### config.mk
export PLATFORM = sky130hd
export DESIGN_NAME = msgq_engine
export DESIGN_NICKNAME = d
export VERILOG_FILES = /design/src/rtl/msgq_engine.sv
export SDC_FILE = /design/constraint.sdc
export NUM_CORES = 2
export LEC_CHECK = 0
export ABC_AREA = 1
export BUFFER_PORTS_ARGS = -buffer_cell sky130_fd_sc_hd__buf_2
export CORE_ASPECT_RATIO = 2
export CORE_MARGIN = 2
export CORE_UTILIZATION = 50
export DETAILED_ROUTE_END_ITERATION = 8
export PLACE_DENSITY = 0.67
export SLEW_MARGIN = 40
export SYNTH_ARGS = -nofsm -noshare
export SYNTH_HDL_FRONTEND = slang
export SYNTH_SLANG_ARGS = --single-unit
### constraint.sdc
create_clock -name clk -period 19.4 [get_ports clk]
set_input_delay 1.94 -clock clk [delete_from_list [all_inputs] [get_ports clk]]
set_output_delay 1.94 -clock clk [all_outputs]
set_load 0.05 [all_outputs]
### src/rtl/msgq_engine.sv
module msgq_engine #(
  parameter int QDEPTH     = 8,
  parameter int SLOT_WORDS = 4
) (
  input  logic                       clk,
  input  logic                       rst_n,
  input  logic                       reg_wr,
  input  logic                       reg_sel,
  input  logic [$clog2(QDEPTH)-1:0]  reg_wdata,
  input  logic                       ib_we,
  input  logic [$clog2(QDEPTH)+$clog2(SLOT_WORDS)-1:0] ib_waddr,
  input  logic [31:0]                ib_wdata,
  output logic [$clog2(QDEPTH)-1:0]  ib_ci,
  output logic                       cmd_valid,
  input  logic                       cmd_ready,
  output logic [32*SLOT_WORDS-1:0]   cmd_msg,
  input  logic                       rsp_valid,
  output logic                       rsp_ready,
  input  logic [32*SLOT_WORDS-1:0]   rsp_msg,
  output logic [$clog2(QDEPTH)-1:0]  ob_pi,
  output logic                       irq,
  input  logic [$clog2(QDEPTH)-1:0]  ob_rslot,
  input  logic [$clog2(SLOT_WORDS)-1:0] ob_rword,
  output logic [31:0]                ob_rdata
);
  localparam int IW        = $clog2(QDEPTH);
  localparam int SW        = $clog2(SLOT_WORDS);
  localparam int SLOT_BITS = 32 * SLOT_WORDS;
  localparam logic [11:0] EVT_OP = 12'h018;

  logic [31:0]          ib_mem [QDEPTH*SLOT_WORDS];
  logic [SLOT_BITS-1:0] ob_mem [QDEPTH];
  logic [IW-1:0]        ib_pi, ob_ci;

  logic [31:0]  hdr;
  logic [11:0]  h_op;
  logic [3:0]   h_cat;
  logic [4:0]   h_cnt, nslots;
  logic [IW-1:0] ib_avail;
  logic         pending, opc_ok, bad, ob_full, err_go, rsp_go, ob_wr, ib_adv;
  logic [SLOT_BITS-1:0] evt_msg, ob_wdata;

  for (genvar g = 0; g < SLOT_WORDS; g++) begin : g_cmd
    assign cmd_msg[g*32 +: 32] = ib_mem[{ib_ci, SW'(g)}];
  end

  assign hdr      = cmd_msg[31:0];
  assign h_op     = hdr[11:0];
  assign h_cat    = hdr[15:12];
  assign h_cnt    = hdr[28:24];
  assign nslots   = (h_cnt == 5'd0) ? 5'd1 : h_cnt;
  assign ib_avail = ib_pi - ib_ci;
  assign pending  = (ib_avail != '0) && (32'(nslots) <= 32'(ib_avail));
  assign opc_ok   = (h_op >= 12'h001 && h_op <= 12'h01B) ||
                    (h_op >= 12'h020 && h_op <= 12'h02B);
  assign bad      = !hdr[31] || !opc_ok || (h_cat > 4'd3);

  assign ob_full   = IW'(ob_pi + 1'b1) == ob_ci;
  assign cmd_valid = pending && !bad;
  assign err_go    = pending && bad && !ob_full;
  assign rsp_ready = !ob_full && !(pending && bad);
  assign rsp_go    = rsp_valid && rsp_ready;
  assign ob_wr     = err_go || rsp_go;
  assign ib_adv    = (cmd_valid && cmd_ready) || err_go;

  always_comb begin
    evt_msg         = '0;
    evt_msg[31:0]   = {1'b1, 2'b00, 5'd1, hdr[23:16], h_cat, EVT_OP};
    evt_msg[63:32]  = hdr[31] ? 32'd2 : 32'd1;
    evt_msg[95:64]  = hdr;
    ob_wdata        = err_go ? evt_msg : rsp_msg;
  end

  always_ff @(posedge clk) begin
    if (ib_we) ib_mem[ib_waddr] <= ib_wdata;
    if (ob_wr) ob_mem[ob_pi]    <= ob_wdata;
  end

  assign ob_rdata = ob_mem[ob_rslot][ob_rword*32 +: 32];

  always_ff @(posedge clk) begin
    if (!rst_n) begin
      ib_pi <= '0;
      ib_ci <= '0;
      ob_pi <= '0;
      ob_ci <= '0;
      irq   <= 1'b0;
    end else begin
      if (reg_wr && !reg_sel) ib_pi <= reg_wdata;
      if (reg_wr &&  reg_sel) ob_ci <= reg_wdata;
      if (ib_adv) ib_ci <= ib_ci + IW'(nslots);
      if (ob_wr)  ob_pi <= ob_pi + 1'b1;
      if (ob_wr)
        irq <= 1'b1;
      else if (reg_wr && reg_sel && reg_wdata == ob_pi)
        irq <= 1'b0;
    end
  end

  AST_CMD_HELD: assert property (@(posedge clk) disable iff (!rst_n)
    cmd_valid && !cmd_ready |=> cmd_valid && $stable(cmd_msg));
  AST_CI_QUIET: assert property (@(posedge clk) disable iff (!rst_n)
    !(cmd_valid && cmd_ready) && !err_go |=> $stable(ib_ci));
  AST_RSP_ADVANCE: assert property (@(posedge clk) disable iff (!rst_n)
    rsp_valid && rsp_ready |=> ob_pi == IW'($past(ob_pi) + 1'b1));
  AST_NO_OVERRUN: assert property (@(posedge clk) disable iff (!rst_n)
    ob_full |=> $stable(ob_pi) || !$stable(ob_ci));
  AST_IRQ_ON_POST: assert property (@(posedge clk) disable iff (!rst_n)
    ob_wr |=> irq);
  AST_IRQ_CLEAR: assert property (@(posedge clk) disable iff (!rst_n)
    !ob_wr && reg_wr && reg_sel && reg_wdata == ob_pi |=> !irq);
  AST_EVT_FIRST: assert property (@(posedge clk) disable iff (!rst_n)
    err_go |-> !rsp_ready && !cmd_valid);
endmodule

==> run_results.csv <==
group,metric,value,unit
outcome,status,"completed",
job,drv_cap,0,
placed_design,gp_congestion,0.821,
clock_tree,cts_tree,"built",
critical_path,r2r_cells,17,
critical_path,critPathLaunchType,"input pin",
synthesis,synth_seq_cells,2064,
detailed_routing,num_vias,53000,
finish,fillers,12700,
finish,area_growth,12.0,%
global_route,grt_max_degree,223,
detailed_routing,drt_iter0_drc,5885,
min_path,hold_path_class,"register to register",
synthesis,avgSynthCellArea,12.9,um^2
power,powerDensity,114,nW/um^2
timing,clock_skew,0.0738,ns
floorplan,core_area,162000,um^2
timing,rsz0062_at_grt,"no",
floorplan,chipHeight,575,um
synthesis,synth_top_area_cell,"edfxtp_1",
clock_tree,cts_buffers,178,
detailed_routing,vias_per_cell,6.05,
synthesis,syn-num-nets,6492,
clock_tree,cts_setup_buffers,0,
power,p_int,7.46,mW
clock_tree,numClockSinks,2064,
synthesis,synth_flop_cell,"edfxtp_1",
timing,slew_violations,0,
synthesis,postSynthCellCount,6304,
critical_path,cp.arrival,6.28,ns
synthesis,synth_top_area_frac,0.754,
detailed_routing,wl,229000,um
synthesis,synth_edf_count,2048,
synthesis,netlist_area,81600,um^2
clock_tree,clockRootBuffer,"clkbuf_16",
min_path,min_to,"irq",
synthesis,yosysSeqAreaShare,0.758,
clock_tree,ctsHoldBuffers,0,
placed_design,place_hpwl,131000,um
power,power.share.clock,0.334,
placed_design,place_inst,8428,
placed_design,io_buffers,348,
floorplan,rows,209,
critical_path,r2r_end,"ob_mem[7][26]",
clock_tree,clk_latency,0.82,ns
timing,period_needed,8.22,ns
timing,tns,0,ns
finish,final_common_cell,"edfxtp_1",
finish,finalNonFillerCells,8768,
power,leakagePower,30.9,nW
global_route,grt_overflow_total,0,
global_route,grt_use_total,0.269,
critical_path,path_max_fanout,102,
critical_path,criticalPathCategory,"input pin to output port",
clock_tree,htreeDepth,4,
floorplan,ios,349,
global_route,grt_pass1_vias,52400,
power,sw_frac_of_total,0.282,
power,p_sw,2.92,mW
timing,hold_viol,0,
synthesis,synth_cell_types,38,
min_path,whs_path_depth,2,
synthesis,ys_warn_count,0,
critical_path,critPathRequiredTime,17.46,ns
detailed_routing,drc,0,
finish,layout-drive-gt1-share,0.116,
detailed_routing,wire_per_inst,26.1,um
clock_tree,path_clk_slew,0.07,ns
clock_tree,ctsResizeCount,0,
detailed_routing,ant_nets,0,
detailed_routing,firstDrtPassIters,8,
finish,finish.net_count,6694,
timing,timing.final.crit_share,0.423,
synthesis,synth_area_leaders,"edfxtp_1 75%, nor2_1 6.5%, o21ai_0 6.2%, o221ai_1 2.1%, nand2_1 1.7%",
power,p_seq_frac,0.511,
timing,max_slew.worst_pin.slew,0.908,ns
synthesis,postSynth.asyncResetShare,0,
floorplan,fp.dieW,290,um
timing,maxSlewHeadroom,0.388,
timing,setup_violations,0,
power,p_comb_frac,0.155,
timing,fmax,0.122,GHz
critical_path,crit_path_end_kind,"output port",
min_path,hp-start,"irq",
global_route,grt_pass1_wl,331000,um
floorplan,die_area,167000,um^2
global_route,antenna_found_initial,37,
power,vdd_drop_max,0.106,mV
floorplan,initial_utilization,0.503,
clock_tree,cts_buffer_depth,4,
critical_path,r2r_slack,12.57,ns
finish,final_cell_mix,"2048 x edfxtp_1, 1377 x nor2_1, 1003 x o21ai_0",
==> cell usage after synthesis, drive strengths merged, types with 6 or more instances <==
cell,number
a32oi,27
nand2,380
clkbuf,315
a21oi,14
a31oi,141
ha,6
nor2,1418
o21ai,1035
buf,118
nand3,167
o221ai,194
inv,225
edfxtp,2048
o22ai,176
dfxtp,16
==> cell families after synthesis <==
group | after synthesis | synth area share
flip-flops | 2064 | 0.758
AND/OR/NAND/NOR | 1973 | 0.0939
AO/OA/AOI/OAI | 1592 | 0.113
buffers and inverters | 659 | 0.0332
XOR/XNOR | 8 | 0.000859
adder cells (fa/ha/maj) | 8 | 0.00141
==> how the worst max path moves through the flow <==
| stage | depth (start not counted) | startpoint | endpoint |
|---|---|---|---|
| global route | 12 | ob_rslot[0] | ob_rdata[9] |
| finish | 12 | ob_rslot[0] | ob_rdata[28] |
| floorplan | 20 | register | ob_mem[1][0] |
| CTS | 12 | ob_rslot[0] | ob_rdata[28] |
| detailed placement | 12 | ob_rslot[0] | ob_rdata[28] |
| global placement | 12 | ob_rslot[0] | ob_rdata[28] |
==> stage by stage <==
step / util / hold WS [ns] / total power [mW] / setup WS (ns) / cell area (um^2)
final: 0.563 / 0.474 / 10.4 / 11.18 / 91400
after global routing: 0.563 / 0.536 / 10.7 / 10.95 / 91300
after CTS: 0.562 / 0.476 / 10.4 / 11.08 / 91100
after detailed placement: 0.527 / 0.465 / 6.99 / 11.06 / 85500
after global placement: 0.526 / 0.463 / 6.95 / 11.10 / 85300
after floorplan: - / 0.476 / 6.42 / 9.75 / 81600
==> layout make-up <==
cell class / instances / area [um^2] / area share
antenna: 24 / 60.1 / 0.000657
clock buffer: 215 / 4590 / 0.0503
clock inverter: 93 / 967 / 0.0106
inverter: 226 / 896 / 0.00981
multi-input combinational: 3581 / 17400 / 0.191
sequential: 2064 / 61800 / 0.677
tap: 2110 / 2640 / 0.0289
timing repair buffer: 455 / 2950 / 0.0323
==> metal layers <==
metal / part of all wire / GRT usage / vias to the layer above / routed length, um
met5: 0.00063 / 0 / - / 144
met4: 0.055 / 0.143 / 22 / 12600
met3: 0.088 / 0.0529 / 479 / 20100
met2: 0.50 / 0.459 / 2442 / 114000
met1: 0.36 / 0.320 / 26600 / 81300
li1: - / - / 23500 / -
==> critical path: stages <==
cell,delay (ns)
buf_8,0.21
inv_8,0.46
buf_4,0.70
buf_4,0.79
buf_6,0.58
o21ai_0,0.15
o22ai_1,0.15
nor2_1,0.06
nor2_1,0.11
o21ai_0,0.22
a32oi_1,0.30
buf_2,0.39
==> flip-flops by register name, summed over array words and instances, names as in the netlist, named ones only <==
signal	cells
ob_mem	1024
irq	1
ib_pi	3
ib_ci	3
ob_ci	3
ib_mem	1024
ob_pi	3
==> power groups by stage <==
stage	sequential (mW)	combinational [mW]	clock, mW
global route	5.32	1.72	3.66
finish	5.31	1.61	3.47
detailed placement	5.40	1.59	0
global placement	5.39	1.55	0
CTS	5.31	1.60	3.50
floorplan	5.43	0.990	0
Note: power is estimated with default switching activity, not from simulation.
